<file path="config.mk">
export PLATFORM = sky130hd
export DESIGN_NAME = err_slope_corrector
export DESIGN_NICKNAME = d
export VERILOG_FILES = /design/src/rtl/slope_corr_pkg.sv /design/src/rtl/slope_corr_ctrl.sv /design/src/rtl/slope_corr_dp.sv /design/src/rtl/err_slope_corrector.sv
export SDC_FILE = /design/constraint.sdc
export NUM_CORES = 2
export LEC_CHECK = 0
export BUFFER_PORTS_ARGS = -buffer_cell sky130_fd_sc_hd__buf_2
export CAP_MARGIN = 20
export CORE_MARGIN = 2
export CORE_UTILIZATION = 65
export CTS_BUF_LIST = sky130_fd_sc_hd__clkbuf_4
export CTS_CLUSTER_SIZE = 40
export DETAILED_ROUTE_END_ITERATION = 10
export GPL_ROUTABILITY_DRIVEN = 0
export PLACE_DENSITY_LB_ADDON = 0.1
export REMOVE_ABC_BUFFERS = 1
export SLEW_MARGIN = 15
export SYNTH_ARGS = -nofsm -noshare
export SYNTH_HDL_FRONTEND = slang
export SYNTH_SLANG_ARGS = --single-unit
</file>
<file path="constraint.sdc">
create_clock -name clk -period 24 [get_ports clk]
set_input_delay 2.4 -clock clk [delete_from_list [all_inputs] [get_ports clk]]
set_output_delay 2.4 -clock clk [all_outputs]
set_load 0.1 [all_outputs]
</file>
<file path="src/rtl/slope_corr_pkg.sv">
package slope_corr_pkg;

  // Strobes passed from the window control to the datapath
  typedef struct packed {
    logic clear;   // start of run: empty history, drop peaks, zero output
    logic take;    // accept the sample on the input this cycle
    logic finish;  // window closed last cycle: load result
  } ctlStrobes_t;

  typedef enum logic [1:0] {
    ST_IDLE    = 2'd0,
    ST_OBSERVE = 2'd1,
    ST_HOLD    = 2'd2
  } winState_t;

endpackage

</file>
<file path="src/rtl/slope_corr_ctrl.sv">
module slope_corr_ctrl
  import slope_corr_pkg::*;
#(
  parameter int WIN = 225
) (
  input  logic        clk,
  input  logic        rstN,
  input  logic        runStart,
  input  logic        sampleValid,
  output ctlStrobes_t ctl
);

  localparam int CNT_W = $clog2(WIN);
  localparam logic [CNT_W-1:0] LAST_IDX = CNT_W'(WIN - 1);

  winState_t        state;
  logic [CNT_W-1:0] sampleCnt;
  logic             finishQ;

  always_comb begin
    ctl.clear  = runStart;
    ctl.take   = sampleValid && !runStart && (state == ST_OBSERVE);
    ctl.finish = finishQ;
  end

  always_ff @(posedge clk or negedge rstN) begin
    if (!rstN) begin
      state     <= ST_IDLE;
      sampleCnt <= '0;
      finishQ   <= 1'b0;
    end else if (runStart) begin
      state     <= ST_OBSERVE;
      sampleCnt <= '0;
      finishQ   <= 1'b0;
    end else begin
      finishQ <= 1'b0;
      if (ctl.take) begin
        if (sampleCnt == LAST_IDX) begin
          state   <= ST_HOLD;
          finishQ <= 1'b1;
        end else begin
          sampleCnt <= sampleCnt + 1'b1;
        end
      end
    end
  end

endmodule

</file>
<file path="src/rtl/slope_corr_dp.sv">
module slope_corr_dp
  import slope_corr_pkg::*;
#(
  parameter int ERR_W      = 12,
  parameter int LAG        = 112,
  parameter int GAIN_W     = 14,
  parameter int GAIN_SHIFT = 10,
  parameter int OFS_LIMIT  = 24,
  parameter int OFS_W      = 6
) (
  input  logic                     clk,
  input  logic                     rstN,
  input  ctlStrobes_t              ctl,
  input  logic signed [ERR_W-1:0]  sampleErr,
  input  logic [GAIN_W-1:0]        gainCode,
  input  logic [ERR_W-1:0]         posThresh,
  output logic signed [OFS_W-1:0]  intervalOffset,
  output logic                     offsetValid
);

  localparam int RATE_W = ERR_W + 1;
  localparam int MAG_W  = RATE_W + 1;
  localparam int PROD_W = GAIN_W + MAG_W;
  localparam int PTR_W  = $clog2(LAG);
  localparam int FILL_W = $clog2(LAG + 1);
  localparam logic [PTR_W-1:0]  LAST_PTR = PTR_W'(LAG - 1);
  localparam logic [FILL_W-1:0] FULL_CNT = FILL_W'(LAG);
  localparam logic signed [PROD_W-1:0] LIM_POS = PROD_W'(OFS_LIMIT);
  localparam logic signed [PROD_W-1:0] LIM_NEG = -LIM_POS;

  // circular history of accepted samples
  logic signed [ERR_W-1:0]  hist [LAG];
  logic [PTR_W-1:0]         wrPtr;
  logic [FILL_W-1:0]        fillCnt;
  logic                     histFull;
  logic signed [ERR_W-1:0]  oldest;
  logic signed [RATE_W-1:0] rate;

  assign histFull = (fillCnt == FULL_CNT);
  assign oldest   = hist[wrPtr];

  always_comb begin
    if (histFull)
      rate = RATE_W'(sampleErr) - RATE_W'(oldest);
    else
      rate = '0;
  end

  always_ff @(posedge clk) begin
    if (ctl.take) hist[wrPtr] <= sampleErr;
  end

  always_ff @(posedge clk or negedge rstN) begin
    if (!rstN) begin
      wrPtr   <= '0;
      fillCnt <= '0;
    end else if (ctl.clear) begin
      wrPtr   <= '0;
      fillCnt <= '0;
    end else if (ctl.take) begin
      wrPtr <= (wrPtr == LAST_PTR) ? '0 : wrPtr + 1'b1;
      if (!histFull) fillCnt <= fillCnt + 1'b1;
    end
  end

  // peak capture over the window
  logic signed [RATE_W-1:0] posPeak, negPeak;

  always_ff @(posedge clk or negedge rstN) begin
    if (!rstN) begin
      posPeak <= '0;
      negPeak <= '0;
    end else if (ctl.clear) begin
      posPeak <= '0;
      negPeak <= '0;
    end else if (ctl.take) begin
      if (rate > posPeak) posPeak <= rate;
      if (rate < negPeak) negPeak <= rate;
    end
  end

  // peak selection, gain and clamp
  logic signed [MAG_W-1:0]  posWide, negMag, chosen;
  logic                     posWins, threshOk;
  logic signed [GAIN_W-1:0] gainSigned;
  logic signed [PROD_W-1:0] product, scaled, clamped;

  always_comb begin
    posWide    = MAG_W'(posPeak);
    negMag     = -MAG_W'(negPeak);
    posWins    = posWide > negMag;
    threshOk   = $unsigned(posWide) >= MAG_W'(posThresh);
    if (posWins)
      chosen = threshOk ? posWide : '0;
    else
      chosen = MAG_W'(negPeak);
    gainSigned = {~gainCode[GAIN_W-1], gainCode[GAIN_W-2:0]};
    product    = PROD_W'(gainSigned) * PROD_W'(chosen);
    scaled     = product >>> GAIN_SHIFT;
    if (scaled > LIM_POS)
      clamped = LIM_POS;
    else if (scaled < LIM_NEG)
      clamped = LIM_NEG;
    else
      clamped = scaled;
  end

  always_ff @(posedge clk or negedge rstN) begin
    if (!rstN) begin
      intervalOffset <= '0;
      offsetValid    <= 1'b0;
    end else if (ctl.clear) begin
      intervalOffset <= '0;
      offsetValid    <= 1'b0;
    end else begin
      offsetValid <= ctl.finish;
      if (ctl.finish) intervalOffset <= OFS_W'(clamped);
    end
  end

endmodule

</file>
<file path="src/rtl/err_slope_corrector.sv">
module err_slope_corrector
  import slope_corr_pkg::*;
#(
  parameter int ERR_W      = 12,
  parameter int LAG        = 112,
  parameter int WIN        = 225,
  parameter int GAIN_W     = 14,
  parameter int GAIN_SHIFT = 10,
  parameter int OFS_LIMIT  = 24,
  parameter int OFS_W      = $clog2(OFS_LIMIT + 1) + 1
) (
  input  logic                    clk,
  input  logic                    rstN,
  input  logic                    runStart,
  input  logic                    sampleValid,
  input  logic signed [ERR_W-1:0] sampleErr,
  input  logic [GAIN_W-1:0]       gainCode,
  input  logic [ERR_W-1:0]        posThresh,
  output logic signed [OFS_W-1:0] intervalOffset,
  output logic                    offsetValid
);

  ctlStrobes_t ctl;

  slope_corr_ctrl #(
    .WIN(WIN)
  ) u_ctrl (
    .clk        (clk),
    .rstN       (rstN),
    .runStart   (runStart),
    .sampleValid(sampleValid),
    .ctl        (ctl)
  );

  slope_corr_dp #(
    .ERR_W     (ERR_W),
    .LAG       (LAG),
    .GAIN_W    (GAIN_W),
    .GAIN_SHIFT(GAIN_SHIFT),
    .OFS_LIMIT (OFS_LIMIT),
    .OFS_W     (OFS_W)
  ) u_dp (
    .clk           (clk),
    .rstN          (rstN),
    .ctl           (ctl),
    .sampleErr     (sampleErr),
    .gainCode      (gainCode),
    .posThresh     (posThresh),
    .intervalOffset(intervalOffset),
    .offsetValid   (offsetValid)
  );

endmodule

</file>
* After elaboration in Yosys (flattened, before gate mapping) *
Memory sizes are Yosys's and may differ from the RTL's.
Index checks and enable logic that the tools add are counted.

storage, ports and cells
  logic and storage cells = 73
  input bits = 42
  register bits = 58
  memories kept = 1
  memory bits (writable) = 1344

memory list
  memory     depth  bits a word  rd ports  clocked after memory_dff  wr ports  line                 source
  u_dp.hist  112    12           1         0                         1         slope_corr_dp.sv:32  logic signed [ERR_W-1:0] hist [LAG];

cells by class
  $lt $le $gt $ge = 6
  muxes and demuxes = 31
  bitwise gates (word level) = 1
  $add $sub $neg = 5
  reduce and logical (&&, ||, !) cells = 13
  multipliers = 1
  equality and inequality tests = 6

operators by type and width
  operator                                              number
  two-way mux 13 bit                                    7
  two-way mux 7 bit                                     6
  multiplier 14 x 14 -> 28 bit                          1
  two-way mux 14 bit                                    2
  two-way mux 6 bit                                     4
  two-way mux 8 bit                                     3
  > comparator 18 x 6 -> 1 bit (second input constant)  1
  < comparator 18 x 6 -> 1 bit (second input constant)  1
  adder 7 x 1 -> 7 bit (second input constant)          2
  == test 7 bit (second input constant)                 2
  >= comparator 14 x 12 -> 1 bit                        1
  > comparator 13 x 14 -> 1 bit                         1
  negator 13 -> 14 bit                                  1
  > comparator 13 bit                                   1
  < comparator 13 bit                                   1
  subtractor 12 x 12 -> 13 bit                          1
  AND reduction 2 bit                                   5
  nonzero test 2 bit                                    5
  adder 8 x 1 -> 8 bit (second input constant)          1
  == test 8 bit (second input constant)                 1
  two-way mux 1 bit                                     6
  two-way mux 2 bit                                     3
  != test 2 bit (second input constant)                 2
  == test 2 x 1 -> 1 bit (second input constant)        1
  3 further kinds                                       4

* Longest topological paths before layout *
  word-level depth = 9
  mapped depth = 42
  gate-level depth less buffers = 38

* Modules after synthesis *
From an unflattened synthesis, not the netlist that was laid out.

unflattened totals
  cells, all modules = 4321
  area, all modules = 62770.2 um2

by module, submodules not included
  module           sequential area each (um2)  area an instance (um2)  instances  cells each
  slope_corr_dp    41534.8                     62174.6                 1          4266
  slope_corr_ctrl  275.3                       595.6                   1          55

* Worst setup path after synthesis *
No wires, ideal clock.

  path kind = input -> register
  start = input port posThresh[11]
  end = register u_dp.intervalOffset[0]
  buffers on the path = 2
  library setup time = 0.076 ns
  stages on the path = 32
  slack = 13.886 ns
  data required time = 23.924 ns
  data arrival time = 10.038 ns
  path through = inv_1 -> ha_1 -> a211oi_1 -> nand2_1 -> or3_1 -> o21ai_2 -> nor2_1 -> a21oi_1 -> clkbuf_1 -> nand2b_1 -> fa_1 -> fa_1 -> inv_1 -> fa_1 -> fa_1 -> fa_1 -> inv_1 -> fa_1 -> inv_1 -> ha_1 -> clkbuf_1 -> a21oi_1 -> o21ai_1 -> a21oi_1 -> nor4b_1 -> or3_1 -> nand3_1 -> a311o_1 -> nor3b_1 -> nand4_1 -> o32a_1 -> o21ai_1

between the ends
  cells in the longest elaborated chain, start to end = 9
  elaborated cells between the ends (all ways) = 10

ends and longest elaborated chain
  what                              line                       source
  start, declared                   err_slope_corrector.sv:18  input logic [ERR_W-1:0] posThresh,
  >= comparator 14 x 12 -> 1 bit *  slope_corr_dp.sv:92        threshOk = $unsigned(posWide) >= MAG_W'(posThresh);
  two-way mux 14 bit *              slope_corr_dp.sv:94        chosen = threshOk ? posWide : '0;
  two-way mux 14 bit *              slope_corr_dp.sv:93        if (posWins)
  multiplier 14 x 14 -> 28 bit *    slope_corr_dp.sv:98        product = PROD_W'(gainSigned) * PROD_W'(chosen);
  < comparator 18 x 6 -> 1 bit      slope_corr_dp.sv:102       else if (scaled < LIM_NEG)
  two-way mux 6 bit                 slope_corr_dp.sv:102
  two-way mux 6 bit *               slope_corr_dp.sv:100       if (scaled > LIM_POS)
  two-way mux 6 bit *               slope_corr_dp.sv:117       if (ctl.finish) intervalOffset <= OFS_W'(clamped);
  two-way mux 6 bit *               slope_corr_dp.sv:112       end else if (ctl.clear) begin
  end signal, assigned              slope_corr_dp.sv:117
  end, declared                     slope_corr_dp.sv:17        output logic signed [OFS_W-1:0] intervalOffset,

Mark *: on every way between the ends. The rest lies on a longest branch, timed or not. The select of a mux whose other input is x is not followed.
A chain may end at the register's enable or synchronous reset.

* Worst setup path after layout *
  start = register u_dp.negPeak[2]
  end = register u_dp.intervalOffset[2]

between the ends
  cells in the longest elaborated chain, start to end = 9
  elaborated cells between the ends (all ways) = 10

ends and longest elaborated chain
  what                            line                  source
  start, declared                 slope_corr_dp.sv:67   logic signed [RATE_W-1:0] posPeak, negPeak;
  start signal, assigned          slope_corr_dp.sv:78   if (rate < negPeak) negPeak <= rate;
  negator 13 -> 14 bit            slope_corr_dp.sv:90   negMag = -MAG_W'(negPeak);
  > comparator 13 x 14 -> 1 bit   slope_corr_dp.sv:91   posWins = posWide > negMag;
  two-way mux 14 bit *            slope_corr_dp.sv:93
  multiplier 14 x 14 -> 28 bit *  slope_corr_dp.sv:98
  < comparator 18 x 6 -> 1 bit    slope_corr_dp.sv:102
  two-way mux 6 bit               slope_corr_dp.sv:102
  two-way mux 6 bit *             slope_corr_dp.sv:100
  two-way mux 6 bit *             slope_corr_dp.sv:117
  two-way mux 6 bit *             slope_corr_dp.sv:112

Marks and branches as above.

==> flow_metrics.tcl <==
set metrics [dict create \
    finalWirelength_um 164000 \
    core_area_um2 95200 \
    power_density_nw_per_um2 70.6 \
    synth_edf_count 1344 \
    cts_buffers 351 \
    fin_tns_setup_ns 0 \
    multi_input_area_um2 18700 \
    worst-r2r-setup-slack_ns 12.66 \
    synth.top_cells.by_count "edfxtp_1 (1344), a22oi_1 (493), inv_1 (300)" \
    clock-sinks 1402 \
    cp.arrival_ns 12.38 \
    slowest_delay_ns 0.90 \
    std_cell_rows 113 \
    synth-seq-area-share 0.669 \
    synth_most_common_cell "edfxtp_1" \
    critPathBufInv 5 \
    min_period_ns 11.34 \
    max_freq_ghz 0.0882 \
    drc 0 \
    worstSkewPairLatency_ns 1.24 \
    r2r-end "u_dp.intervalOffset[2]" \
    initial_utilization 0.657 \
    leakagePower_uw 0.0243 \
    final_nets 5002 \
    hold_violations 0 \
    fin_skew_ns 0.168 \
    worstSetupPathType "register to register" \
    synthCells 4293 \
    outcome "complete, no violations" \
    cp_max_fo 14 \
    cp_common_cell "fa_1" \
    timing.rr.start "u_dp.negPeak[2]" \
    cts-root-buf "clkbuf_4" \
    power.total_uw 4890 \
    clkTransAtPathRegs_ns 0.06 \
    hpwl_um 98200 \
    port_buffers 48 \
    cpMaxStageDelayCell "o31ai_2" \
    num_vias 40400 \
    critPathLaunchType "register" \
    hold_buffers 0 \
    worstSetupEndpointType "register" \
    synth.distinct_cells 81 \
    syn_area_um2 62500 \
    drive_above_1_share 0.170 \
    setup_violations 0 \
    cts_tree "yes" \
    ys_ff_latch 1402 \
    yosys_warnings 0 \
    grt_max_degree 95 \
    ios 49 \
    hold_class "register to register" \
    die-area_um2 98700 \
    cp.required_ns 25.04 \
    via_per_inst 6.59 \
    reg2reg_depth 35 \
    hp-start "u_dp.fillCnt[5]" \
    cts.path.max_buffers 4 \
    yosys.area.top_type "edfxtp_1" \
    synth_ff_type "edfxtp_1" \
    regArea_um2 41800 \
    final_antenna_net_count 0 \
    grt_usage 0.336 \
    yosys.area.top_type_share 0.645 \
    vdd.ir_drop.worst_mv 0.0535 \
    wire_per_inst_um 26.8 \
    areaGrowthSynthToFinish_pct 10.7 \
    dr.pass1.iters 7 \
    ys_async_sr_fraction 0.0414 \
    first_iter_violations 5467 \
    report.final.slew_viol_count 0 \
    hold_depth 1 \
    path_delay_family "adder cells" \
    num-fill-cells 6204 \
    die_x_um 314 \
    cts_setup_buffers 0 \
    rsz0062_at_grt "false" \
    fp.dieH_um 314 \
    overflow 0 \
    worstHoldEndpoint "u_dp.fillCnt[5]" \
    grt_first_pass_wirelength_um 246000 \
    syn_avg_cell_area_um2 14.6 \
    slew_headroom 0.291 \
    htree_levels 5 \
    antenna_found_initial 5 \
    worst_pin_slew_ns 1.05 \
    synth_area_leaders "edfxtp_1 (65%), fa_1 (6.3%), a22oi_1 (5.9%), ha_1 (2.6%), dfrtp_1 (2.3%)" \
    first_global_vias 40100 \
    period_share 0.472 \
    maxCapViolations 0 \
    ctsResizeCount 0 \
]
## cells by family after synthesis
group	after synthesis	share of synthesized area
compound gates	1034	0.119
flops	1402	0.669
fa+ha+maj	328	0.0892
simple gates	862	0.0681
xor+xnor	44	0.00616
buf+inv	551	0.0333
mux	72	0.0152
## power by group
| part | switching (uW) | internal [uW] | total, uW |
|---|---|---|---|
| combinational | 218 | 83.2 | 301 |
| sequential | 3.14 | 2680 | 2690 |
| clock | 909 | 990 | 1900 |
## metrics by stage
stage               utilization  worst slack, ns  cell area, um2  instances  hold WS (ns)
finish                    0.727            12.66           69200       6141         0.492
global route              0.727            11.97           69200       6140         0.511
CTS                       0.727            12.87           69200       6133         0.503
detailed placement        0.683            12.63           65000       5543         0.491
global placement          0.683            12.80           65000       5541         0.480
floorplan                     -             8.69           61600       4043         0.458
## state kept, by name (all words and copies together) (netlist names), 2 cells and up
register	cells
u_ctrl.sampleCnt	8
u_ctrl.state	2
u_dp.fillCnt	7
u_dp.hist	1344
u_dp.intervalOffset	6
u_dp.negPeak	13
u_dp.posPeak	13
u_dp.wrPtr	7
## worst max path at each step
stage | start | to | depth (start not counted)
2_1_floorplan | u_dp.wrPtr[2] | u_dp.posPeak[12] | 30
3_3_place_gp | posThresh[11] | u_dp.intervalOffset[0] | 31
3_5_place_dp | posThresh[11] | u_dp.intervalOffset[2] | 31
4_1_cts | u_dp.negPeak[2] | u_dp.intervalOffset[2] | 33
5_1_grt | u_dp.negPeak[2] | u_dp.intervalOffset[1] | 34
6_report | u_dp.negPeak[2] | u_dp.intervalOffset[2] | 35
## metal layers
layer	routed length (um)	vias up	global-route usage
li1	-	17400	-
met1	63600	20200	0.477
met2	76900	2491	0.517
met3	18300	344	0.0744
met4	5550	0	0.131
met5	0	-	0
## layout make-up
| type | instances | area share |
|---|---|---|
| Tap cell | 1265 | 0.0229 |
| Sequential cell | 1402 | 0.604 |
| Inverter | 301 | 0.0163 |
| Antenna cell | 7 | 0.000253 |
| Clock inverter | 80 | 0.00539 |
| Timing Repair Buffer | 236 | 0.0254 |
| Multi-Input combinational cell | 2340 | 0.270 |
| Clock buffer | 510 | 0.0553 |
## cell usage in the layout, fill, tap and decap left out, types with 69 or more instances in the layout
master    netlist  layout
nand2_1       199     199
nand4_1       153     153
inv_1         300     300
o21ai_0       127     126
nor2_1        249     247
edfxtp_1     1344    1344
ha_1          132     132
a21oi_1       110     109
clkbuf_4        0     510
a22oi_1       493     493
a221oi_1       69      69
buf_4           1     194
and2_1         86      84
fa_1          196     196
Note: power is estimated with default switching activity, not from simulation.
